<file path="config.mk">
export PLATFORM = sky130hd
export DESIGN_NAME = psr_lowpower_ctl
export DESIGN_NICKNAME = d
export VERILOG_FILES = /design/src/rtl/psr_pkg.sv /design/src/rtl/psr_cfg_reg.sv /design/src/rtl/psr_sleep_ctl.sv /design/src/rtl/psr_refresh.sv /design/src/rtl/psr_lowpower_ctl.sv
export SDC_FILE = /design/constraint.sdc
export NUM_CORES = 1
export LEC_CHECK = 0
export BUFFER_PORTS_ARGS = -buffer_cell sky130_fd_sc_hd__buf_2
export CAP_MARGIN = 0
export CORE_ASPECT_RATIO = 0.75
export CORE_MARGIN = 4
export CORE_UTILIZATION = 55
export DETAILED_ROUTE_END_ITERATION = 7
export PLACE_DENSITY = 0.76
export REMOVE_ABC_BUFFERS = 1
export SYNTH_ARGS = -nofsm -noshare
export SYNTH_HDL_FRONTEND = slang
export SYNTH_SLANG_ARGS = --single-unit
</file>
<file path="constraint.sdc">
create_clock -name clk -period 9.9 [get_ports clk]
set_clock_uncertainty 0.2 [all_clocks]
set_input_delay 0.99 -clock clk [delete_from_list [all_inputs] [get_ports clk]]
set_output_delay 0.99 -clock clk [all_outputs]
set_load 0.01 [all_outputs]
</file>
<file path="src/rtl/psr_pkg.sv">
package psr_pkg;

    typedef enum logic [1:0] {
        PM_ACTIVE  = 2'd0,
        PM_STANDBY = 2'd1,
        PM_DEEP    = 2'd2
    } pwr_mode_e;

    typedef enum logic [1:0] {
        RATE_AUTO = 2'd0,
        RATE_T85  = 2'd1,
        RATE_T45  = 2'd2,
        RATE_T15  = 2'd3
    } rate_sel_e;

    // register byte: [7] unused, [6:5] rate, [4] sleep, [3] anchor, [2:0] span
    typedef struct packed {
        logic      spare;
        rate_sel_e rate;
        logic      sleep;
        logic      top_end;
        logic [2:0] span;
    } cfg_t;

    localparam cfg_t CFG_RESET = '{spare: 1'b0, rate: RATE_AUTO, sleep: 1'b0,
                                   top_end: 1'b0, span: 3'd0};

    function automatic cfg_t cfg_from_byte(input logic [7:0] b);
        cfg_t c;
        c.spare   = 1'b0;
        c.rate    = rate_sel_e'(b[6:5]);
        c.sleep   = b[4];
        c.top_end = b[3];
        c.span    = b[2:0];
        return c;
    endfunction

    function automatic logic span_is_none(input logic [2:0] s);
        return s[2];
    endfunction

    function automatic logic [1:0] span_shift(input logic [2:0] s);
        return s[1:0];
    endfunction

endpackage

</file>
<file path="src/rtl/psr_cfg_reg.sv">
module psr_cfg_reg
    import psr_pkg::*;
(
    input  logic       clk,
    input  logic       rst,
    input  logic       zz_n,
    input  logic       pin_wr,
    input  logic       sw_wr,
    input  logic [7:0] wdata,
    output cfg_t       cfg,
    output logic       lock
);

    logic pin_ok;
    assign pin_ok = pin_wr && !zz_n;

    always_ff @(posedge clk) begin
        if (rst) begin
            cfg  <= CFG_RESET;
            lock <= 1'b0;
        end else begin
            if (sw_wr) begin
                cfg  <= cfg_from_byte(wdata);
                lock <= 1'b1;
            end else if (pin_ok) begin
                cfg <= cfg_from_byte(wdata);
            end
        end
    end

    assert_sw_load_R10: assert property (@(posedge clk) disable iff (rst)
        sw_wr |=> (cfg == {1'b0, $past(wdata[6:0])}));

    assert_lock_sticky_R11: assert property (@(posedge clk) disable iff (rst)
        $past(lock) |-> lock);

    assert_pin_ignored_R11: assert property (@(posedge clk) disable iff (rst)
        (!sw_wr && zz_n) |=> $stable(cfg));

endmodule

</file>
<file path="src/rtl/psr_sleep_ctl.sv">
module psr_sleep_ctl
    import psr_pkg::*;
#(
    parameter int HOLD_CYC = 1250
) (
    input  logic      clk,
    input  logic      rst,
    input  logic      zz_n,
    input  logic      ce_n,
    input  logic      sleep_en,
    input  logic      lock,
    output logic      deep,
    output pwr_mode_e mode
);

    localparam int HW = $clog2(HOLD_CYC + 1);
    localparam logic [HW-1:0] HOLD_V = HW'(HOLD_CYC);

    logic [HW-1:0] hold_cnt;
    logic          hold_done;
    logic          pin_term;

    always_ff @(posedge clk) begin
        if (rst) begin
            hold_cnt <= '0;
        end else if (zz_n) begin
            hold_cnt <= '0;
        end else if (hold_cnt != HOLD_V) begin
            hold_cnt <= hold_cnt + 1'b1;
        end
    end

    assign hold_done = (hold_cnt == HOLD_V);
    assign pin_term  = !zz_n && hold_done;
    assign deep      = sleep_en && (lock || pin_term);

    always_comb begin
        if (deep)               mode = PM_DEEP;
        else if (ce_n && zz_n)  mode = PM_STANDBY;
        else                    mode = PM_ACTIVE;
    end

    assert_pin_entry_R3: assert property (@(posedge clk) disable iff (rst)
        ($rose(deep) && !lock) |-> $past(!zz_n));

    assert_no_sleep_R3: assert property (@(posedge clk) disable iff (rst)
        !sleep_en |-> (mode != PM_DEEP));

endmodule

</file>
<file path="src/rtl/psr_refresh.sv">
module psr_refresh
    import psr_pkg::*;
#(
    parameter int ROW_W  = 13,
    parameter int IV_15  = 7800,
    parameter int IV_45  = 3900,
    parameter int IV_85  = 1950
) (
    input  logic             clk,
    input  logic             rst,
    input  logic             deep,
    input  cfg_t             cfg,
    input  logic [1:0]       temp_band,
    output logic             ref_req,
    output logic [ROW_W-1:0] ref_row
);

    localparam int TW = $clog2(IV_15 + 1);
    localparam logic [TW-1:0] IVV_15  = TW'(IV_15);
    localparam logic [TW-1:0] IVV_45  = TW'(IV_45);
    localparam logic [TW-1:0] IVV_85  = TW'(IV_85);
    localparam logic [TW-1:0] IVV_HOT = TW'(IV_85 / 2);

    logic [TW-1:0]    interval;
    logic [TW-1:0]    tmr;
    logic             fire;
    logic             region_none;
    logic [1:0]       sh;
    logic [ROW_W-1:0] mask;
    logic [ROW_W-1:0] base;
    logic [ROW_W-1:0] offs;

    always_comb begin
        unique case (cfg.rate)
            RATE_T85: interval = IVV_85;
            RATE_T45: interval = IVV_45;
            RATE_T15: interval = IVV_15;
            default: begin
                unique case (temp_band)
                    2'd0:    interval = IVV_15;
                    2'd1:    interval = IVV_45;
                    2'd2:    interval = IVV_85;
                    default: interval = IVV_HOT;
                endcase
            end
        endcase
    end

    assign fire        = (tmr >= interval - 1'b1);
    assign region_none = deep && span_is_none(cfg.span);
    assign sh          = deep ? span_shift(cfg.span) : 2'd0;
    assign mask        = {ROW_W{1'b1}} >> sh;
    assign base        = (deep && cfg.top_end) ? ~mask : '0;

    always_ff @(posedge clk) begin
        if (rst) begin
            tmr     <= '0;
            offs    <= '0;
            ref_req <= 1'b0;
            ref_row <= '0;
        end else begin
            tmr     <= fire ? '0 : tmr + 1'b1;
            ref_req <= fire && !region_none;
            if (fire && !region_none) begin
                ref_row <= base | (offs & mask);
                offs    <= offs + 1'b1;
            end
        end
    end

    assert_none_quiet_R6: assert property (@(posedge clk) disable iff (rst)
        $past(deep && cfg.span[2]) |-> !ref_req);

    assert_eighth_anchor_R7: assert property (@(posedge clk) disable iff (rst)
        (ref_req && $past(deep) && $past(cfg.span) == 3'd3)
            |-> (ref_row[ROW_W-1 -: 3] == {3{$past(cfg.top_end)}}));

    assert_timer_bound_R12: assert property (@(posedge clk) disable iff (rst)
        tmr < IVV_15);

endmodule

</file>
<file path="src/rtl/psr_lowpower_ctl.sv">
module psr_lowpower_ctl
    import psr_pkg::*;
#(
    parameter int ROW_W   = 13,
    parameter int CLK_MHZ = 125,
    parameter int IV_15   = 7800,
    parameter int IV_45   = 3900,
    parameter int IV_85   = 1950
) (
    input  logic             clk,
    input  logic             rst,
    input  logic             ce_n,
    input  logic             zz_n,
    input  logic             rd_req,
    input  logic             wr_req,
    input  logic             pin_cfg_wr,
    input  logic             sw_cfg_wr,
    input  logic [7:0]       cfg_wdata,
    input  logic [1:0]       temp_band,
    output logic             mem_rd,
    output logic             mem_wr,
    output logic             ref_req,
    output logic [ROW_W-1:0] ref_row,
    output logic [1:0]       mode
);

    localparam int HOLD_CYC = 10 * CLK_MHZ;

    cfg_t      cfg;
    logic      lock;
    logic      deep;
    pwr_mode_e pmode;

    psr_cfg_reg u_cfg (
        .clk    (clk),
        .rst    (rst),
        .zz_n   (zz_n),
        .pin_wr (pin_cfg_wr),
        .sw_wr  (sw_cfg_wr),
        .wdata  (cfg_wdata),
        .cfg    (cfg),
        .lock   (lock)
    );

    psr_sleep_ctl #(.HOLD_CYC(HOLD_CYC)) u_sleep (
        .clk      (clk),
        .rst      (rst),
        .zz_n     (zz_n),
        .ce_n     (ce_n),
        .sleep_en (cfg.sleep),
        .lock     (lock),
        .deep     (deep),
        .mode     (pmode)
    );

    psr_refresh #(
        .ROW_W (ROW_W),
        .IV_15 (IV_15),
        .IV_45 (IV_45),
        .IV_85 (IV_85)
    ) u_ref (
        .clk       (clk),
        .rst       (rst),
        .deep      (deep),
        .cfg       (cfg),
        .temp_band (temp_band),
        .ref_req   (ref_req),
        .ref_row   (ref_row)
    );

    assign mem_rd = rd_req && !deep;
    assign mem_wr = wr_req && !deep;
    assign mode   = pmode;

    assert_gate_R5: assert property (@(posedge clk) disable iff (rst)
        (mode == PM_DEEP) |-> (!mem_rd && !mem_wr));

    assert_reset_quiet_R1: assert property (@(posedge clk)
        $past(rst) |-> (!ref_req && mode != PM_DEEP));

endmodule

</file>
After elaboration in Yosys (flattened, before gate mapping) --
Index checks and enable logic that the tools add are counted. Widths: inputs -> output; s select.
Storage, ports and cells: register bits after elaboration 59, input bits 18, output and inout bits 18, word-level logic and storage cells 51
Operators by class: add/subtract/negate cells 4, $lt $le $gt $ge 1, eq/ne operators 7, shift operators 1, multiplexer cells 8, bitwise gates (word level) 3, reduce and logical (&&, ||, !) cells 17
Operators with widths (number):
- $pmux 13 s3 | 2
- $add 13x1->13 const B | 2
- $mux 7 | 2
- $and 13x13->13 | 1
- $ge 13x13->1 | 1
- $mux 13 | 1
- $not 13->13 | 1
- $or 13x13->13 | 1
- $shr 13x2->13 const A | 1
- $sub 13x1->13 const B | 1
- $add 11x1->11 const B | 1
- $eq 11x11->1 const B | 1
- $ne 11x11->1 const B | 1
- $logic_and 1x1->1 | 9
- $eq 2x2->1 const B | 3
- $eq 2x1->1 const B | 2
- $mux 2 | 2
- $reduce_or 2->1 | 2
- $logic_not 1->1 | 3
- $logic_not 2->1 | 1
- $reduce_bool 2->1 | 1
- $logic_or 1x1->1 | 1
- $mux 1 | 1

Longest topological paths before layout --
Gate-level depths: netlist of the first run.
word-level depth 9, mapped depth 16, gate-level depth less buffers 13

Modules after synthesis --
Synthesis of the first run repeated with hierarchy kept, for this count alone.
Unflattened totals: cell total of the unflattened synthesis 360, area total of the unflattened synthesis 3136.8 µm²
By module, submodules not included:
- psr_refresh | times used 1, cells an instance 255, area an instance 2172.1 µm², seq. area each 800.8 µm²
- psr_sleep_ctl | times used 1, cells an instance 67, area an instance 591.8 µm², seq. area each 220.2 µm²
- psr_cfg_reg | times used 1, cells an instance 36, area an instance 360.3 µm², seq. area each 160.2 µm²
- psr_lowpower_ctl | times used 1, cells an instance 2, area an instance 12.5 µm², seq. area each 0.0 µm²

Least setup slack after synthesis of the first run --
Ideal clock, no wire load.
path kind input-to-reg, start point input temp_band[0], end point register u_ref.tmr[10], setup time 0.065 ns, arrival 3.710 ns, data required time 9.635 ns, setup slack 5.924 ns, cell stages on the path 14, buffers on the path 1, path through inv_1 ha_1 or3b_2 o21ai_0 nand2_1 xnor2_1 ha_1 nand3_1 nor2_1 a2111oi_0 o211a_4 or2b_1 clkbuf_1 nor2_1
On the way: longest elaborated chain between the ends 6, elaborated cells between the ends (all ways) 8, classes of those cells add/sub: 1; order compare: 1; eq/ne: 2; mux: 2; reduce/logical: 2
Ends and longest elaborated chain:
- start: declaration | RTL line psr_lowpower_ctl.sv:19 | input logic [1:0] temp_band,
- $eq 2x2->1 (tied with other cells) | RTL line psr_refresh.sv:39 | unique case (temp_band)
- $pmux 13 s3 * | RTL line psr_refresh.sv:39
- $pmux 13 s3 * | RTL line psr_refresh.sv:34 | unique case (cfg.rate)
- $sub 13x1->13 * | RTL line psr_refresh.sv:49 | assign fire = (tmr >= interval - 1'b1);
- $ge 13x13->1 * | RTL line psr_refresh.sv:49
- $reduce_or 2->1 (no source line) *
- end signal: assignment | RTL line psr_refresh.sv:62 | tmr <= fire ? '0 : tmr + 1'b1;
- end: declaration | RTL line psr_refresh.sv:25 | logic [TW-1:0] tmr;
Mark *: on every way between the ends. The rest lies on a longest branch, timed or not. A chain may end at the register's enable or synchronous reset.

Worst setup path after layout of the first run --
start point input temp_band[0], end point register u_ref.offs[5]
On the way: longest elaborated chain between the ends 6, elaborated cells between the ends (all ways) 8, classes of those cells add/sub: 1; order compare: 1; eq/ne: 2; mux: 2; reduce/logical: 2
Ends and longest elaborated chain:
- $eq 2x2->1 (tied with other cells) | RTL line psr_refresh.sv:39
- $pmux 13 s3 * | RTL line psr_refresh.sv:39
- $pmux 13 s3 * | RTL line psr_refresh.sv:34
- $sub 13x1->13 * | RTL line psr_refresh.sv:49
- $ge 13x13->1 * | RTL line psr_refresh.sv:49
- $logic_and 1x1->1 * | RTL line psr_refresh.sv:64 | if (fire && !region_none) begin
- end signal: assignment | RTL line psr_refresh.sv:66 | offs <= offs + 1'b1;
- end: declaration | RTL line psr_refresh.sv:31 | logic [ROW_W-1:0] offs;
Marks and branches as above.

==> results.toml, run 1 <==
[logic_synthesis]
netlist-cell-type-count = 41
synth_edf_count = 0
synthDominantCellAreaShare = 0.381
synth.area.top_cells = "sky130_fd_sc_hd__dfxtp_1 38%, sky130_fd_sc_hd__ha_1 10%, sky130_fd_sc_hd__nor2_1 6.2%"
ys_warn_count = 0
syn-mean-instance-area_um2 = 8.57
synthDominantAreaCellType = "sky130_fd_sc_hd__dfxtp_1"
synth-main-ff-cell = "sky130_fd_sc_hd__dfxtp_1"
synth-async-reset-ratio = 0
synth.ff_latch_count = 59
yosysSeqAreaShare = 0.381
syn_area_mm2 = 0.00310
synthesis.instances = 362

[flow_run]
drv.max_cap_violation_count = 0

[grt]
number_of_global_route_vias_before_repair = 2408
grt_pass1_wl_um = 10500
grt_max_degree = 42
antenna_violations_before_repair = 0
grt_overflow_total = 0
gr-usage-all-layers = 0.193

[hold_path]
min_delay_path_depth = 1
worstHoldPathType = "reg2reg"
hp-start = "u_ref.tmr[0]$_SDFF_PP0_"

[power_and_ir_drop]
leakage_power_of_the_design_nw = 1.44
p_per_area_mw_per_mm2 = 144
power.ir.vdd_worst_uv = 97.4
power_w = 0.000501

[drt]
post_drt_via_cell_ratio = 5.59
routed.top_layer = "met4"
drtPass1Iterations = 4
met2_length_um = 2720
initialDrtViolationCount = 194
metal_1_wl_um = 3070
detailroute.via_count = 2631
totalWireLength_um = 6240
avgRoutedWirePerCell_um = 13.2
dr_wl_met3_um = 352
drt.antenna.violating_nets = 0
drcViolationCount = 0

[critical_path]
end_kind = "register"
regToRegStartpoint = "u_cfg.cfg[5]$_SDFFE_PP0P_"
slowest_delay_ns = 0.73
cpMostUsedCell = "sky130_fd_sc_hd__ha_1"
critPathTopFamily = "compound AO/OA/AOI/OAI gates"
crit_arrival_ns = 4.51
cp.depth = 13
reg2reg_depth = 13
cp-start-kind = "primary input"
critical_path_class = "in2reg"
critical_path_required_ns = 9.91
critical_path.n_buffers_inverters = 1
setup.reg_to_reg.worst_slack_ns = 5.56
critPathCapture = "u_ref.offs[5]$_SDFFE_PP0P_"
timing_startpoint_of_the_critical_path = "temp_band[0]"
slowest_stage = "sky130_fd_sc_hd__a2111oi_0"
reg2reg_to = "u_ref.offs[5]$_SDFFE_PP0P_"
cp_cell_sequence = "buf_2, ha_1, or3b_2, o21ai_0, nand2_1, xnor2_1, ha_1, nor2_1, a211oi_1, a2111oi_0, o211ai_1, and3_1, mux2_2"
crit_path_max_fanout = 15

[timing]
maxSlewViolCount = 0
time_the_final_worst_path_needs_with_i_o_delays_and_setup_ns = 4.50
finalCritPeriodShare = 0.455
fin_setup_tns_ns = 0
slew_headroom = 0.230
fmax_mhz = 222
timing.final.setup_violations = 0
rsz_0062_raised_after_global_routing = "no"
final_hold_viol_count = 0
worst_slew_pin_slew_ns = 1.15

[final_layout]
diodes = 0
fin_nets = 435
final.fill_count = 503
area_growth_synth_to_finish_pct = 12.5
final_layout_size_suffix_gt1_frac = 0.146

[clock_tree]
number_of_cts_inserted_buffers = 9
clock_latency_ns = 0.33
cts_setup_buffers = 0
cts_tree = "yes"
cts.clk_slew.worst_paths_ns = 0.06
clock_tree.htree_level_count = 3
clk_root_buffer_cell = "sky130_fd_sc_hd__clkbuf_8"
cts.repair.resized = 0
hold_buffers = 0
clock_sink_count = 59
cts-root-to-sink-buffers = 2

[placed_design]
placement.io_buffers = 34
post-dp-hpwl_um = 4450
gp_routability_congestion = 0.769

[die]
die_area_mm2 = 0.00692
floorplan.initialDensity = 0.573
dieHeight_um = 73.0
placementRows = 23
die_width_um = 94.7
ios = 36
fp.coreArea_mm2 = 0.00541

[run_status]
status = "finished, final reports clean"
==> power breakdown <==
| part | internal [W] | leakage, nW | switching [W] |
|---|---|---|---|
| sequential | 0.000241 | 0.478 | 0.00000417 |
| clock | 0.000122 | 0.0991 | 0.0000913 |
| combinational | 0.0000183 | 0.861 | 0.0000246 |
==> layout by cell type, fill, tap and decap left out, types with 2 or more instances in the layout <==
master,n
sky130_fd_sc_hd__dfxtp_1,59
sky130_fd_sc_hd__nor2_1,51
sky130_fd_sc_hd__buf_2,34
sky130_fd_sc_hd__nand3_1,28
sky130_fd_sc_hd__a21oi_1,26
sky130_fd_sc_hd__ha_1,26
sky130_fd_sc_hd__o21ai_0,21
sky130_fd_sc_hd__nand2_1,15
sky130_fd_sc_hd__inv_1,12
sky130_fd_sc_hd__xor2_1,12
sky130_fd_sc_hd__mux2i_1,11
sky130_fd_sc_hd__xnor2_1,10
sky130_fd_sc_hd__clkbuf_8,10
sky130_fd_sc_hd__and3_1,8
sky130_fd_sc_hd__or3_1,6
sky130_fd_sc_hd__a211oi_1,6
sky130_fd_sc_hd__nand4_1,6
sky130_fd_sc_hd__o31ai_1,5
sky130_fd_sc_hd__nor2b_1,5
sky130_fd_sc_hd__and2_1,4
sky130_fd_sc_hd__or4_1,4
sky130_fd_sc_hd__mux2_2,4
sky130_fd_sc_hd__nor3_1,4
sky130_fd_sc_hd__nand2b_1,3
sky130_fd_sc_hd__o211ai_1,3
sky130_fd_sc_hd__clkinv_2,3
sky130_fd_sc_hd__nor4b_1,2
sky130_fd_sc_hd__a21o_1,2
sky130_fd_sc_hd__nand3b_1,2
==> state kept, by name, summed over array words and instances, names as in the netlist <==
name              cells
u_ref.offs           13
u_ref.ref_row        13
u_ref.tmr            13
u_sleep.hold_cnt     11
u_cfg.cfg             7
u_cfg.lock            1
u_ref.ref_req         1
==> metrics by stage <==
step	util	hold WS, ns	std cells	worst slack [ns]	instance area [µm²]
floorplan	-	0.226	345	5.75	3020
global placement	0.609	0.242	455	5.12	3300
detailed placement	0.609	0.253	455	5.09	3300
CTS	0.645	0.266	471	5.42	3490
global route	0.645	0.294	471	5.17	3490
finish	0.645	0.262	471	5.40	3490
==> worst min-delay path by stage <==
stage | slack (ns) | end
2_1_floorplan | 0.23 | u_ref.tmr[0]$_SDFF_PP0_
3_3_place_gp | 0.24 | u_ref.tmr[0]$_SDFF_PP0_
3_5_place_dp | 0.25 | u_ref.tmr[0]$_SDFF_PP0_
4_1_cts | 0.27 | u_ref.tmr[0]$_SDFF_PP0_
5_1_grt | 0.29 | u_ref.ref_row[3]$_SDFFE_PP0P_
6_report | 0.26 | u_ref.tmr[0]$_SDFF_PP0_
==> routing by layer <==
metal  GRT usage  vias to the layer above
met5           0                        -
met4      0.0672                        0
met3      0.0536                        8
met2       0.305                       79
met1       0.254                     1216
li1            -                     1328
==> Yosys cell counts (6+ instances only) <==
library cell,count
sky130_fd_sc_hd__clkbuf_1,12
sky130_fd_sc_hd__nor2_1,51
sky130_fd_sc_hd__xnor2_1,10
sky130_fd_sc_hd__a21oi_1,26
sky130_fd_sc_hd__dfxtp_1,59
sky130_fd_sc_hd__mux2i_1,11
sky130_fd_sc_hd__or3_1,6
sky130_fd_sc_hd__nand2_1,15
sky130_fd_sc_hd__ha_1,26
sky130_fd_sc_hd__xor2_1,12
sky130_fd_sc_hd__nand3_1,28
sky130_fd_sc_hd__nand4_1,6
sky130_fd_sc_hd__and3_1,8
sky130_fd_sc_hd__inv_1,12
sky130_fd_sc_hd__o21ai_0,21
sky130_fd_sc_hd__a211oi_1,6
==> logic make-up after synthesis <==
family | count (synthesis) | share of synthesized area
AND/OR/NAND/NOR | 145 | 0.237
AO/OA/AOI/OAI | 66 | 0.126
flip-flops | 59 | 0.381
buffers and inverters | 29 | 0.0395
adder cells (fa/ha/maj) | 26 | 0.105
XOR/XNOR | 22 | 0.0621
multiplexers | 15 | 0.0500
==> worst register-to-register path: stages, from the launching register on <==
cell and delay [ns]:
sky130_fd_sc_hd__dfxtp_1 0.36, sky130_fd_sc_hd__inv_1 0.13, sky130_fd_sc_hd__ha_1 0.34, sky130_fd_sc_hd__or3b_2 0.49
sky130_fd_sc_hd__o21ai_0 0.11, sky130_fd_sc_hd__nand2_1 0.09, sky130_fd_sc_hd__xnor2_1 0.13, sky130_fd_sc_hd__ha_1 0.29
sky130_fd_sc_hd__nor2_1 0.09, sky130_fd_sc_hd__a211oi_1 0.06, sky130_fd_sc_hd__a2111oi_0 0.73, sky130_fd_sc_hd__o211ai_1 0.60
sky130_fd_sc_hd__and3_1 0.35, sky130_fd_sc_hd__mux2_2 0.27
==> cell type report <==
cell class              instances  area (µm²)  area share
clock buffers                  11         141      0.0405
clock inverters                 5        52.6      0.0151
flip-flops and latches         59        1180       0.338
repair buffers                 35         178      0.0509
inverters                      12        45.0      0.0129
multi-input cells             274        1800       0.515
well taps                      75        93.8      0.0269
No activity file was read; power rests on OpenSTA's default activity.
==> run 2: changes to the inputs <==
--- a/config.mk
+++ b/config.mk
@@ -9,9 +9,9 @@
 export CAP_MARGIN = 0
 export CORE_ASPECT_RATIO = 0.75
 export CORE_MARGIN = 4
-export CORE_UTILIZATION = 55
+export CORE_UTILIZATION = 52
 export DETAILED_ROUTE_END_ITERATION = 7
-export PLACE_DENSITY = 0.76
+export PLACE_DENSITY = 0.75
 export REMOVE_ABC_BUFFERS = 1
 export SYNTH_ARGS = -nofsm -noshare
 export SYNTH_HDL_FRONTEND = slang
==> constraint.sdc (replaced) <==
create_clock -name clk -period 3.7 [get_ports clk]
set_clock_uncertainty 0.2 [all_clocks]
set_input_delay 0.37 -clock clk [delete_from_list [all_inputs] [get_ports clk]]
set_output_delay 0.37 -clock clk [all_outputs]
set_load 0.01 [all_outputs]
==> run 2 against run 1 <==
Total power grew to 2.5 times the previous value. Highest routed layer unchanged. Sequential cell count stayed put. Critical path type is now reg2reg. Register-to-register slack worse by 5.4 ns. Design area is 1.8% higher. Via count is 0.80% lower. Clock power is 130% higher. Sequential power grew to 2.7 times the previous value. Hold slack worse by 0.20 ns. Wire length is 4.0% higher. Sequential share of layout area is 0.61 points lower. Core utilization is 3.2 points lower. Worst setup slack worse by 5.2 ns.
==> results.toml, run 2 (same netlist as run 1, synthesis figures left out) <==
[die]
floorplan.initialDensity = 0.535
placementRows = 24
die_width_um = 97.2
fp.coreArea_mm2 = 0.00580
die_area_mm2 = 0.00728
dieHeight_um = 74.9
ios = 36

[power_and_ir_drop]
sequential_power_share = 0.517
power.internal_w = 0.000951
p_per_area_mw_per_mm2 = 358
power_w = 0.00127
leakage_power_of_the_design_nw = 1.46
clock_power_share = 0.389
switching_power_w = 0.000321
switching_fraction_of_total_power = 0.252
power.ir.vdd_worst_uv = 228
combPwrFrac = 0.094

[timing]
timing.final.setup_violations = 0
slew_headroom = 0.289
worst_slew_pin_slew_ns = 1.07
maxSlewViolCount = 0
rsz_0062_raised_after_global_routing = "no"
time_the_final_worst_path_needs_with_i_o_delays_and_setup_ns = 3.52
fmax_mhz = 284
finalCritPeriodShare = 0.952
final_hold_viol_count = 0

[clock_tree]
clock_sink_count = 59
hold_buffers = 0
clock_tree.htree_level_count = 3
cts-root-to-sink-buffers = 2
number_of_cts_inserted_buffers = 9
cts_tree = "yes"
clock_latency_ns = 0.33
clk_root_buffer_cell = "sky130_fd_sc_hd__clkbuf_8"
cts.clk_slew.worst_paths_ns = 0.06

[grt]
antenna_violations_before_repair = 0
grt_overflow_total = 0
grt_max_degree = 42
grt_pass1_wl_um = 10800
number_of_global_route_vias_before_repair = 2357
gr-usage-all-layers = 0.183

[placed_design]
placed_cell_area_mm2 = 0.00335
cell_total_after_placement = 465
gp_routability_congestion = 0.805
post-dp-hpwl_um = 4520
placement.io_buffers = 34

[critical_path]
cp-start-kind = "register"
cp_cell_sequence = "inv_1, ha_1, buf_4, or3_1, and3_1, ha_1, nand2_1, a211oi_2, a2111oi_2, buf_4, o211a_2, or4_1, a21oi_1"
crit_path_max_fanout = 9
crit_arrival_ns = 3.58
slowest_stage = "sky130_fd_sc_hd__or4_1"
critPathTopFamily = "simple AND/OR/NAND/NOR gates"
critical_path_required_ns = 3.76
critical_path.n_buffers_inverters = 3
slowest_delay_ns = 0.52
end_kind = "register"
critical_path_class = "reg2reg"

[hold_path]
worstHoldPathType = "in2reg"

[drt]
post_drt_via_cell_ratio = 5.43
detailroute.via_count = 2610
drt.antenna.violating_nets = 0
totalWireLength_um = 6490
initialDrtViolationCount = 128
avgRoutedWirePerCell_um = 13.5
drtPass1Iterations = 4
drcViolationCount = 0

[final_layout]
reg_top3 = "u_ref.offs (13), u_ref.ref_row (13), u_ref.tmr (13)"
diodes = 0
most-common-layout-cells = "59 x sky130_fd_sc_hd__dfxtp_1, 51 x sky130_fd_sc_hd__nor2_1, 34 x sky130_fd_sc_hd__buf_2, 28 x sky130_fd_sc_hd__nand3_1"
fin_nets = 443
area_growth_synth_to_finish_pct = 14.6
final_layout_size_suffix_gt1_frac = 0.176
finish.instance_area_mm2 = 0.00355
mostFrequentLayoutCell = "sky130_fd_sc_hd__dfxtp_1"
final.fill_count = 500
fin_util = 0.613
layout.cells.non_filler = 481

[flow_run]
drv.max_cap_violation_count = 0

[run_status]
status = "finished, final reports clean"
==> run 2: power groups by stage <==
stage / registers, W / logic (W) / clock network (W)
after floorplan: 0.000667 / 0.0000774 / 0
after global placement: 0.000670 / 0.000111 / 0
after detailed placement: 0.000671 / 0.000115 / 0
after CTS: 0.000657 / 0.000116 / 0.000504
after global routing: 0.000658 / 0.000137 / 0.000537
final: 0.000657 / 0.000120 / 0.000495
==> run 2: area by class of cell <==
cell class                      instances  area, µm²  share of cell area
Clock buffer                           12        145              0.0408
Clock inverter                          3       15.0             0.00423
Inverter                               12       45.0              0.0127
Multi-Input combinational cell        275       1840               0.518
Sequential cell                        59       1180               0.332
Tap cell                               78       97.6              0.0275
Timing Repair Buffer                   42        230              0.0648
==> run 2: repair_timing <==
action | in CTS | in global routing
resized for setup | 2 | 8
endpoints found under the setup margin | 13 | 38
endpoints found under the hold margin | 0 | 0
setup buffers | 0 | 0
cloned | 0 | 1
pin swaps | 0 | 2
==> run 2: tightest hold or removal path: stages <==
cell	delay (ns)
sky130_fd_sc_hd__buf_2	0.07
sky130_fd_sc_hd__mux2i_1	0.05
sky130_fd_sc_hd__nor2_1	0.07
==> run 2: routing by layer <==
metal	global-route usage	up-vias	part of all wire
li1	-	1347	-
met5	0	-	0
met2	0.268	48	0.42
met3	0.0611	4	0.048
met1	0.260	1211	0.52
met4	0.0467	0	0.0072
==> run 2: stage by stage <==
stage | setup WS (ns) | hold WS, ns | setup TNS (ns)
after floorplan | 0.0461 | 0.226 | 0
after global placement | -0.0976 | 0.243 | -1.20
after detailed placement | -0.125 | 0.250 | -1.54
after CTS | -0.00311 | 0.0534 | -0.00311
after global routing | 0.0219 | 0.0802 | 0
final | 0.177 | 0.0648 | 0
==> run 2: path summary, 6_finish.rpt <==
path / start / endpoint / slack (ns) / depth (start not counted)
hold reg to reg: u_ref.tmr[0]$_SDFF_PP0_ / u_ref.tmr[0]$_SDFF_PP0_ / 0.26 / 1
hold / removal: cfg_wdata[1] / u_cfg.cfg[1]$_SDFFE_PP0P_ / 0.06 / 3
setup reg to reg: u_cfg.cfg[5]$_SDFFE_PP0P_ / u_ref.offs[11]$_SDFFE_PP0P_ / 0.18 / 13
setup / recovery: u_cfg.cfg[5]$_SDFFE_PP0P_ / u_ref.offs[11]$_SDFFE_PP0P_ / 0.18 / 13
==> run 3: changes to the inputs <==
--- a/config.mk
+++ b/config.mk
@@ -12,6 +12,7 @@
 export CORE_UTILIZATION = 52
 export DETAILED_ROUTE_END_ITERATION = 7
 export PLACE_DENSITY = 0.75
+export RECOVER_POWER = 25
 export REMOVE_ABC_BUFFERS = 1
 export SYNTH_ARGS = -nofsm -noshare
 export SYNTH_HDL_FRONTEND = slang
==> run 3 against run 2 <==
Worst setup slack worse by 0.0053 ns. First-iteration DRC count up 24%. Die area unchanged. Final cell count unchanged. Combinational power about the same. Global-route usage unchanged. Maximum frequency down 0.15%. Core utilization down 0.30 points.
==> results.toml, run 3 (same netlist as run 1, synthesis figures left out) <==
[final_layout]
final_layout_size_suffix_gt1_frac = 0.139
area_growth_synth_to_finish_pct = 14.0
finish.instance_area_mm2 = 0.00354
fin_nets = 443
diodes = 0
reg_top3 = "u_ref.offs (13), u_ref.ref_row (13), u_ref.tmr (13)"
mostFrequentLayoutCell = "sky130_fd_sc_hd__dfxtp_1"
final.fill_count = 506
most-common-layout-cells = "59 x sky130_fd_sc_hd__dfxtp_1, 51 x sky130_fd_sc_hd__nor2_1, 28 x sky130_fd_sc_hd__nand3_1, 26 x sky130_fd_sc_hd__a21oi_1, 26 x sky130_fd_sc_hd__ha_1"

[timing]
worst_slew_pin_slew_ns = 1.07
fmax_mhz = 283
slew_headroom = 0.286
rsz_0062_raised_after_global_routing = "no"
maxSlewViolCount = 0
finalWorstSetupSlack_ns = 0.172
fin_setup_tns_ns = 0
final_hold_viol_count = 0
timing.final.setup_violations = 0
finalCritPeriodShare = 0.954
hold_ws_ns = 0.0607
time_the_final_worst_path_needs_with_i_o_delays_and_setup_ns = 3.53

[clock_tree]
number_of_cts_inserted_buffers = 9
cts.clk_slew.worst_paths_ns = 0.06
hold_buffers = 0
cts-root-to-sink-buffers = 2
clock_tree.htree_level_count = 3
cts_setup_buffers = 0
clk_root_buffer_cell = "sky130_fd_sc_hd__clkbuf_8"
clock_sink_count = 59
clock_latency_ns = 0.34
cts_tree = "yes"

[die]
floorplan.initialDensity = 0.535
die_area_mm2 = 0.00728
ios = 36
fp.coreArea_mm2 = 0.00580
die_width_um = 97.2
placementRows = 24
dieHeight_um = 74.9

[placed_design]
placement.io_buffers = 34
gp_routability_congestion = 0.805
placed_cell_area_mm2 = 0.00335
post-dp-hpwl_um = 4520
dpl_worst_slack_ns = -0.125

[critical_path]
reg2reg_to = "u_ref.offs[11]$_SDFFE_PP0P_"
cp.depth = 13
cp_cell_sequence = "inv_1, ha_1, buf_4, or3_1, and3_1, ha_1, nand2_1, a211oi_2, a2111oi_2, buf_4, o211a_2, or4_1, a21oi_1"
critical_path_class = "reg2reg"
cp-start-kind = "register"
slowest_delay_ns = 0.52
critical_path_required_ns = 3.76
critPathTopFamily = "simple AND/OR/NAND/NOR gates"
end_kind = "register"
crit_path_max_fanout = 9
setup.reg_to_reg.worst_slack_ns = 0.17
slowest_stage = "sky130_fd_sc_hd__or4_1"
reg2reg_depth = 13
crit_arrival_ns = 3.59
timing_startpoint_of_the_critical_path = "u_cfg.cfg[5]$_SDFFE_PP0P_"
critical_path.n_buffers_inverters = 3
regToRegStartpoint = "u_cfg.cfg[5]$_SDFFE_PP0P_"

[grt]
gr-usage-all-layers = 0.183
grt_pass1_wl_um = 10800
number_of_global_route_vias_before_repair = 2357
antenna_violations_before_repair = 0
grt_max_degree = 42
grt_overflow_total = 0

[drt]
drt.antenna.violating_nets = 0
drtPass1Iterations = 4
drcViolationCount = 0
initialDrtViolationCount = 159
avgRoutedWirePerCell_um = 13.5
totalWireLength_um = 6470
detailroute.via_count = 2606
post_drt_via_cell_ratio = 5.42

[hold_path]
min_delay_path_depth = 3
worstHoldPathType = "in2reg"
hp-start = "cfg_wdata[1]"
capture_endpoint_of_the_worst_hold_path = "u_cfg.cfg[1]$_SDFFE_PP0P_"

[run_status]
status = "finished, final reports clean"

[flow_run]
drv.max_cap_violation_count = 0

[power_and_ir_drop]
leakage_power_of_the_design_nw = 1.40
p_per_area_mw_per_mm2 = 360
power_w = 0.00127
power.ir.vdd_worst_uv = 228
[run 3: how the worst max path moves through the flow]
| stage | end | slack [ns] |
|---|---|---|
| after floorplan | u_ref.offs[5]$_SDFFE_PP0P_ | 0.05 |
| after global placement | u_ref.tmr[11]$_SDFF_PP0_ | -0.1 |
| after detailed placement | u_ref.tmr[12]$_SDFF_PP0_ | -0.12 |
| after CTS | u_ref.tmr[12]$_SDFF_PP0_ | -0.003 |
| after global routing | u_ref.offs[11]$_SDFFE_PP0P_ | 0.02 |
| final | u_ref.offs[11]$_SDFFE_PP0P_ | 0.17 |
[run 3: through the flow]
stage,util,std cells
detailed placement,0.578,465
floorplan,-,345
global route,0.610,481
CTS,0.606,480
finish,0.610,481
global placement,0.578,465
[run 3: final cells by class]
| cell class | instances | area [µm²] | share of cell area |
|---|---|---|---|
| multi-input cells | 275 | 1840 | 0.520 |
| repair buffers | 42 | 213 | 0.0602 |
| well taps | 78 | 97.6 | 0.0276 |
| clock inverters | 3 | 15.0 | 0.00425 |
| clock buffers | 12 | 145 | 0.0410 |
| flip-flops and latches | 59 | 1180 | 0.334 |
| inverters | 12 | 45.0 | 0.0127 |
[run 3: layer usage]
layer  global-route usage  part of all wire
met1                0.260              0.52
met3               0.0611             0.053
met4               0.0467            0.0071
met5                    0                 0
met2                0.268              0.42
[run 3: where the power goes]
part	switching [W]	leakage [nW]	internal, W	total [W]
combinational	0.0000685	0.836	0.0000512	0.000120
clock	0.000242	0.0860	0.000254	0.000496
sequential	0.0000119	0.478	0.000645	0.000657
[run 3: timing repair]
item / CTS / global route
gates resized for setup: 2 / 8
endpoints found under the hold margin: 0 / 0
cloned: 0 / 1
setup endpoints to repair: 13 / 38
pin swaps: 0 / 2
[run 3: worst reg2reg max path, cell delays in order (launching register included)]
cell                        delay, ns
sky130_fd_sc_hd__dfxtp_1         0.43
sky130_fd_sc_hd__inv_1           0.11
sky130_fd_sc_hd__ha_1            0.23
sky130_fd_sc_hd__buf_4           0.16
sky130_fd_sc_hd__or3_1           0.36
sky130_fd_sc_hd__and3_1          0.16
sky130_fd_sc_hd__ha_1            0.27
sky130_fd_sc_hd__nand2_1         0.08
sky130_fd_sc_hd__a211oi_2        0.25
sky130_fd_sc_hd__a2111oi_2       0.07
sky130_fd_sc_hd__buf_4           0.15
sky130_fd_sc_hd__o211a_2         0.31
sky130_fd_sc_hd__or4_1           0.52
sky130_fd_sc_hd__a21oi_1         0.15
